File: config.mk
export PLATFORM = sky130hd
export DESIGN_NAME = sadc_host
export DESIGN_NICKNAME = d
export VERILOG_FILES = /design/src/rtl/sadc_pkg.sv /design/src/rtl/sadc_datapath.sv /design/src/rtl/sadc_control.sv /design/src/rtl/sadc_host.sv
export SDC_FILE = /design/constraint.sdc
export NUM_CORES = 1
export LEC_CHECK = 0
export ABC_AREA = 1
export BUFFER_PORTS_ARGS = -buffer_cell sky130_fd_sc_hd__buf_2
export CORE_MARGIN = 3
export CORE_UTILIZATION = 51
export DETAILED_ROUTE_END_ITERATION = 6
export PLACE_DENSITY = 0.74
export SYNTH_ARGS = -nofsm -noshare
export SYNTH_HDL_FRONTEND = slang
export SYNTH_SLANG_ARGS = --single-unit
File: constraint.sdc
create_clock -name clk -period 1.4 [get_ports clk]
set_input_delay 0.28 -clock clk [delete_from_list [all_inputs] [get_ports clk]]
set_output_delay 0.28 -clock clk [all_outputs]
set_load 0.02 [all_outputs]
File: src/rtl/sadc_pkg.sv
package sadc_pkg;

  typedef enum logic [2:0] {
    ST_IDLE   = 3'd0,
    ST_SETUP  = 3'd1,
    ST_HIGH   = 3'd2,
    ST_LOW    = 3'd3,
    ST_WAITHI = 3'd4,
    ST_WAITLO = 3'd5
  } sadcState_t;

  // strobes from control to datapath
  typedef struct packed {
    logic load;    // capture new command
    logic sample;  // serial clock rises: take adcData
    logic shift;   // serial clock falls: advance command
    logic finish;  // frame ends: publish result
    logic keep;    // result is meaningful (not first after reset)
  } sadcStrobe_t;

endpackage

File: src/rtl/sadc_datapath.sv
module sadc_datapath
  import sadc_pkg::*;
#(
  parameter int DATA_W = 10,
  parameter int CHAN_W = 3
) (
  input  logic              clk,
  input  logic              rst_n,
  input  sadcStrobe_t       strb,
  input  logic [CHAN_W-1:0] reqChan,
  input  logic              reqRight,
  input  logic              adcData,
  output logic              adcCmd,
  output logic              rspValid,
  output logic [DATA_W-1:0] rspData
);
  localparam int CMD_W = CHAN_W + 1;

  logic [CMD_W-1:0]  cmdQ;
  logic [DATA_W-1:0] capQ;

  // command shifter: MSB goes out first, zeros follow
  always_ff @(posedge clk or negedge rst_n) begin
    if (!rst_n)          cmdQ <= '0;
    else if (strb.load)  cmdQ <= {reqChan, reqRight};
    else if (strb.shift) cmdQ <= {cmdQ[CMD_W-2:0], 1'b0};
  end
  assign adcCmd = cmdQ[CMD_W-1];

  // capture keeps only the newest DATA_W bits (drops leading pad)
  always_ff @(posedge clk or negedge rst_n) begin
    if (!rst_n)           capQ <= '0;
    else if (strb.sample) capQ <= {capQ[DATA_W-2:0], adcData};
  end

  always_ff @(posedge clk or negedge rst_n) begin
    if (!rst_n) begin
      rspValid <= 1'b0;
      rspData  <= '0;
    end else begin
      rspValid <= strb.finish & strb.keep;
      if (strb.finish) rspData <= capQ;
    end
  end

  // a result is a single-cycle pulse
  p_valid_pulse_r7: assert property (@(posedge clk) disable iff (!rst_n)
    rspValid |=> !rspValid);

endmodule

File: src/rtl/sadc_control.sv
module sadc_control
  import sadc_pkg::*;
#(
  parameter int CLK_DIV   = 4,
  parameter int SETUP_CYC = 2,
  parameter bit WAIT_BUSY = 1'b1,
  parameter int LEFT_LEN  = 10,
  parameter int RIGHT_LEN = 16
) (
  input  logic        clk,
  input  logic        rst_n,
  input  logic        reqValid,
  input  logic        reqRight,
  input  logic        adcBusy,
  output logic        reqReady,
  output logic        adcSelN,
  output logic        adcClk,
  output sadcStrobe_t strb
);
  localparam int MAXC   = (CLK_DIV > SETUP_CYC) ? CLK_DIV : SETUP_CYC;
  localparam int DIV_W  = $clog2(MAXC + 1);
  localparam int CNT_W  = $clog2(RIGHT_LEN + 1);
  localparam logic [DIV_W-1:0] DIV_LAST   = DIV_W'(CLK_DIV - 1);
  localparam logic [DIV_W-1:0] SETUP_LAST = DIV_W'(SETUP_CYC - 1);
  localparam logic [CNT_W-1:0] LEFT_LAST  = CNT_W'(LEFT_LEN - 1);
  localparam logic [CNT_W-1:0] RIGHT_LAST = CNT_W'(RIGHT_LEN - 1);

  sadcState_t       state, nxt;
  logic [DIV_W-1:0] divCnt;
  logic [CNT_W-1:0] bitCnt;
  logic             lenRight, pendRight, firstDone;
  logic             busySync;
  logic [CNT_W-1:0] lastIdx;

  // busy input comes from another clock domain
  generate
    if (WAIT_BUSY) begin : g_busy
      logic busyMeta, busyQ;
      always_ff @(posedge clk or negedge rst_n) begin
        if (!rst_n) begin
          busyMeta <= 1'b0;
          busyQ    <= 1'b0;
        end else begin
          busyMeta <= adcBusy;
          busyQ    <= busyMeta;
        end
      end
      assign busySync = busyQ;
    end else begin : g_nobusy
      assign busySync = 1'b0;
    end
  endgenerate

  assign lastIdx = lenRight ? RIGHT_LAST : LEFT_LAST;

  always_comb begin
    nxt  = state;
    strb = '0;
    unique case (state)
      ST_IDLE:   if (reqValid) begin
                   strb.load = 1'b1;
                   nxt       = ST_SETUP;
                 end
      ST_SETUP:  if (divCnt == SETUP_LAST) begin
                   strb.sample = 1'b1;
                   nxt         = ST_HIGH;
                 end
      ST_HIGH:   if (divCnt == DIV_LAST) begin
                   if (bitCnt == lastIdx) begin
                     strb.finish = 1'b1;
                     nxt         = WAIT_BUSY ? ST_WAITHI : ST_IDLE;
                   end else begin
                     strb.shift = 1'b1;
                     nxt        = ST_LOW;
                   end
                 end
      ST_LOW:    if (divCnt == DIV_LAST) begin
                   strb.sample = 1'b1;
                   nxt         = ST_HIGH;
                 end
      ST_WAITHI: if (busySync)  nxt = ST_WAITLO;
      ST_WAITLO: if (!busySync) nxt = ST_IDLE;
      default:   nxt = ST_IDLE;
    endcase
    strb.keep = firstDone;
  end

  always_ff @(posedge clk or negedge rst_n) begin
    if (!rst_n) begin
      state     <= ST_IDLE;
      divCnt    <= '0;
      bitCnt    <= '0;
      lenRight  <= 1'b0;
      pendRight <= 1'b0;
      firstDone <= 1'b0;
      adcSelN   <= 1'b1;
      adcClk    <= 1'b0;
    end else begin
      state   <= nxt;
      divCnt  <= (nxt != state) ? '0 : divCnt + 1'b1;
      adcSelN <= !(nxt == ST_SETUP || nxt == ST_HIGH || nxt == ST_LOW);
      adcClk  <= (nxt == ST_HIGH);
      if (strb.load) begin
        bitCnt    <= '0;
        lenRight  <= pendRight;   // frame length follows the previous format
        pendRight <= reqRight;
      end else if (strb.shift) begin
        bitCnt <= bitCnt + 1'b1;
      end
      if (strb.finish) firstDone <= 1'b1;
    end
  end

  assign reqReady = (state == ST_IDLE);

  // checker: count rising edges of the serial clock per frame
  logic             clkPrev;
  logic [CNT_W-1:0] riseSeen;
  always_ff @(posedge clk or negedge rst_n) begin
    if (!rst_n) begin
      clkPrev  <= 1'b0;
      riseSeen <= '0;
    end else begin
      clkPrev <= adcClk;
      if (adcSelN)                riseSeen <= '0;
      else if (adcClk && !clkPrev) riseSeen <= riseSeen + 1'b1;
    end
  end

  // frame holds exactly the short or the long count of rising edges
  p_len_r5: assert property (@(posedge clk) disable iff (!rst_n)
    $rose(adcSelN) |-> (riseSeen == CNT_W'(LEFT_LEN) || riseSeen == CNT_W'(RIGHT_LEN)));
  // the serial clock only runs inside a frame
  p_clk_in_frame_r3: assert property (@(posedge clk) disable iff (!rst_n)
    adcClk |-> !adcSelN);
  // select falls with the clock at rest
  p_setup_r3: assert property (@(posedge clk) disable iff (!rst_n)
    $fell(adcSelN) |-> !adcClk);
  // a request is only offered between frames
  p_ready_idle_r9: assert property (@(posedge clk) disable iff (!rst_n)
    reqReady |-> (adcSelN && !adcClk));

endmodule

File: src/rtl/sadc_host.sv
module sadc_host
  import sadc_pkg::*;
#(
  parameter int CLK_DIV   = 4,
  parameter int SETUP_CYC = 2,
  parameter bit WAIT_BUSY = 1'b1,
  parameter int DATA_W    = 10,
  parameter int CHAN_W    = 3,
  parameter int RIGHT_PAD = 6
) (
  input  logic              clk,
  input  logic              rst_n,
  input  logic              reqValid,
  input  logic [CHAN_W-1:0] reqChan,
  input  logic              reqRight,
  output logic              reqReady,
  output logic              rspValid,
  output logic [DATA_W-1:0] rspData,
  output logic              adcSelN,
  output logic              adcClk,
  output logic              adcCmd,
  input  logic              adcData,
  input  logic              adcBusy
);
  localparam int LEFT_LEN  = DATA_W;
  localparam int RIGHT_LEN = DATA_W + RIGHT_PAD;

  sadcStrobe_t strb;

  sadc_control #(
    .CLK_DIV(CLK_DIV), .SETUP_CYC(SETUP_CYC), .WAIT_BUSY(WAIT_BUSY),
    .LEFT_LEN(LEFT_LEN), .RIGHT_LEN(RIGHT_LEN)
  ) i_ctrl (
    .clk(clk), .rst_n(rst_n), .reqValid(reqValid), .reqRight(reqRight),
    .adcBusy(adcBusy), .reqReady(reqReady), .adcSelN(adcSelN),
    .adcClk(adcClk), .strb(strb)
  );

  sadc_datapath #(.DATA_W(DATA_W), .CHAN_W(CHAN_W)) i_dp (
    .clk(clk), .rst_n(rst_n), .strb(strb), .reqChan(reqChan),
    .reqRight(reqRight), .adcData(adcData), .adcCmd(adcCmd),
    .rspValid(rspValid), .rspData(rspData)
  );

  // command bit is steady across each rising edge of the serial clock
  p_di_stable_r2: assert property (@(posedge clk) disable iff (!rst_n)
    $rose(adcClk) |-> $stable(adcCmd));

endmodule

==> flow_summary.json <==
{
  "outcome": "finished, violations left",
  "failed_checks": "setup timing",
  "timing.max_slew.rel_slack_pct": 83.18,
  "grt.met1_usage_pct": 23.08,
  "synth-seq-cells": 43,
  "total_leakage_power_uw": 0.001258,
  "nFillCells": 262,
  "worst-endpoint-arrival_ns": 1.74,
  "vdd_drop_max_uv": 517.4,
  "root_buffer": "clkbuf_8",
  "finalHoldViolCount": 0,
  "cp_endpoint_kind": "register",
  "avgSynthCellArea_um2": 9.572,
  "largest_net_degree_at_the_start_of_global_routing": 44,
  "area.growth.synth_to_final_pct": 27.88,
  "grt_setup_unrepaired": "yes",
  "first_pass_grt_wire_length_um": 6334,
  "num_antenna_cells": 0,
  "tightestPinTransition_ns": 0.2504,
  "area.sequential_mm2": 0.001079,
  "crit-reg2reg-launch": "i_ctrl.divCnt[0]",
  "synth_warnings": 0,
  "met3_usage_pct": 6.822,
  "min_path_cells": 1,
  "core.rowCount": 21,
  "detailed_route_iter0_violations": 90,
  "port-buffer-count": 23,
  "io-pin-count": 24,
  "drive_above_1_share_pct": 43.67,
  "cts_tree": "yes",
  "finalNonFillerCells": 291,
  "antenna_found_initial": 0,
  "drt-total-wl_um": 3727,
  "route.detailed.drc": 0,
  "cp.required_ns": 1.64,
  "drt_first_pass_iters": 4,
  "synthesis.nets": 216,
  "worst_clock_skew_ns": 0.004673,
  "worstHoldStart": "adcBusy",
  "finalMaxSlewViolations": 0,
  "synth_seq_area_share_pct": 55.44,
  "finalWeightedCongestion": 0.8502,
  "maxCapViolCount": 0,
  "via_count": 1491,
  "clk_sinks": 43,
  "cts.clk_slew.worst_paths_ns": 0.08,
  "timing.setup.tns_ns": -0.9096,
  "min_path_type": "in -> reg",
  "timing.final.setup_violations": 22,
  "critical_path.max_fanout": 9,
  "post-route-worst-setup-slack_ns": -0.1046,
  "avgViaCountPerCell": 5.124,
  "grt_most_used_layer": "met2",
  "multi_input_area_um2": 815.8,
  "clock_path_buffers": 2,
  "cts_inserted_buffers": 5,
  "gr-usage-all-layers_pct": 19.17,
  "h-tree-depth": 2,
  "placed_cells_incl_taps": 278,
  "worstReg2RegEnd": "i_ctrl.bitCnt[0]",
  "route.detailed.wl_per_inst_um": 12.81,
  "r2r.worst_path.cells": 9,
  "die_area_mm2": 0.004587,
  "clk-insertion-delay-late_ns": 0.29,
  "min_period_ns": 1.505,
  "coreArea_mm2": 0.003495,
  "initial_util_pct": 55.60,
  "syn_inst": 203,
  "routed_antenna_nets": 0,
  "number_of_global_route_vias_before_repair": 1393,
  "die_h_um": 67.73,
  "met2_usage_pct": 31.23,
  "post-route-period-util_pct": 107.5,
  "die_w_um": 67.73,
  "synth.cell_area_mm2": 0.001943,
  "yosysUniqueCellTypes": 27,
  "worstSetupPathType": "reg -> reg",
  "net_count_final": 257,
  "layout_commonest_cell": "dfrtp_1",
  "critPathLaunch": "i_ctrl.divCnt[0]",
  "worst_hold_path.endpoint": "i_ctrl.g_busy.busyMeta",
  "cp-start-kind": "register",
  "detailedPlacementHpwl_um": 2427,
  "reg2reg_slack_ns": -0.10,
  "layout_common_cells": "dfrtp_1, nand2_1, buf_2",
  "power.density_mw_per_mm2": 881.1,
  "fmax_achieved_mhz": 664.6,
  "grt_overflow": 0
}
[per-layer routing]
layer / wire length (um) / share of wire (%)
met5: 0 / 0
met4: 72 / 1.9
met3: 181 / 4.9
met2: 1895 / 51
met1: 1577 / 42
[how the worst max path moves through the flow]
stage | end | slack [ns] | cells after the start
2_1_floorplan | i_ctrl.bitCnt[2] | 0.007 | 10
3_3_place_gp | i_ctrl.divCnt[1] | -0.07 | 9
3_5_place_dp | i_ctrl.divCnt[1] | -0.11 | 9
4_1_cts | i_ctrl.divCnt[1] | -0.05 | 10
5_1_grt | i_ctrl.bitCnt[0] | -0.18 | 9
6_report | i_ctrl.bitCnt[0] | -0.10 | 9
[Yosys cell counts (all sizes together)]
| cell | n | area, um^2 |
|---|---|---|
| a21oi | 3 | 15.01 |
| a31oi | 1 | 6.260 |
| buf | 6 | 51.30 |
| clkbuf | 1 | 3.750 |
| dfrtp | 42 | 1051 |
| dfstp | 1 | 26.28 |
| ha | 4 | 50.05 |
| inv | 29 | 111.4 |
| nand2 | 47 | 204.0 |
| nand3 | 21 | 120.1 |
| nand4 | 1 | 6.260 |
| nor2 | 11 | 46.29 |
| nor3 | 1 | 10.01 |
| nor4 | 1 | 12.51 |
| o211ai | 3 | 22.52 |
| o21ai | 28 | 181.4 |
| o21bai | 1 | 7.510 |
| xor2 | 2 | 17.52 |
[registers in the layout, indices dropped and copies added (netlist names), 3 cells and up]
signal / count
i_dp.capQ: 10
i_ctrl.bitCnt: 5
i_ctrl.divCnt: 3
i_dp.cmdQ: 4
i_dp.rspData: 10
i_ctrl.state: 3
[cell families (layout without fill, tap and decap cells)]
| logic type | count (synthesis) | count (layout) | synth area share (%) |
|---|---|---|---|
| simple gates | 82 | 82 | 20.54 |
| flops | 43 | 43 | 55.44 |
| compound gates | 36 | 36 | 11.98 |
| buf+inv | 36 | 78 | 8.565 |
| fa+ha+maj | 4 | 4 | 2.576 |
| xor+xnor | 2 | 2 | 0.9016 |
[area by class of cell]
| cell class | instances | area share, % |
|---|---|---|
| flip-flops and latches | 43 | 43.40 |
| multi-input cells | 124 | 32.83 |
| repair buffers | 41 | 12.39 |
| inverters | 29 | 4.884 |
| clock buffers | 7 | 3.877 |
| well taps | 46 | 2.316 |
| clock inverters | 1 | 0.3021 |
[where the power goes]
group	leakage [uW]	internal, uW	switching [uW]
Clock	0.0000505	448	415
Sequential	0.000545	1250	8.09
Combinational	0.000662	25.8	39.4
Total	0.00126	1730	462
[per-stage QoR]
step / total power [uW] / setup slack (ns) / util (%) / hold slack [ns] / instance area, um^2
global placement: 1351 / -0.07062 / 63.12 / 0.2710 / 2206
floorplan: 1305 / 0.007298 / - / -0.01559 / 1957
finish: 2189 / -0.1046 / 71.11 / 0.08805 / 2485
CTS: 2210 / -0.04638 / 70.86 / 0.08241 / 2476
global route: 2286 / -0.1763 / 71.11 / 0.07206 / 2485
detailed placement: 1351 / -0.1069 / 63.12 / 0.2793 / 2206
[critical path: stages, from the launching register on]
cell	delay, ns
dfrtp_1	0.38
ha_2	0.21
ha_4	0.14
inv_4	0.04
nor2_4	0.11
nand2_2	0.09
buf_6	0.16
a21oi_2	0.15
o21ai_1	0.10
inv_1	0.06
[timing repair]
action,CTS,global route
gates resized for setup,30,4
hold buffers,1,0
endpoints found under the setup margin,37,38
setup buffers,4,0
hold endpoints to repair,42,0
pin swaps,7,1
(Power assumes the default switching activity.)
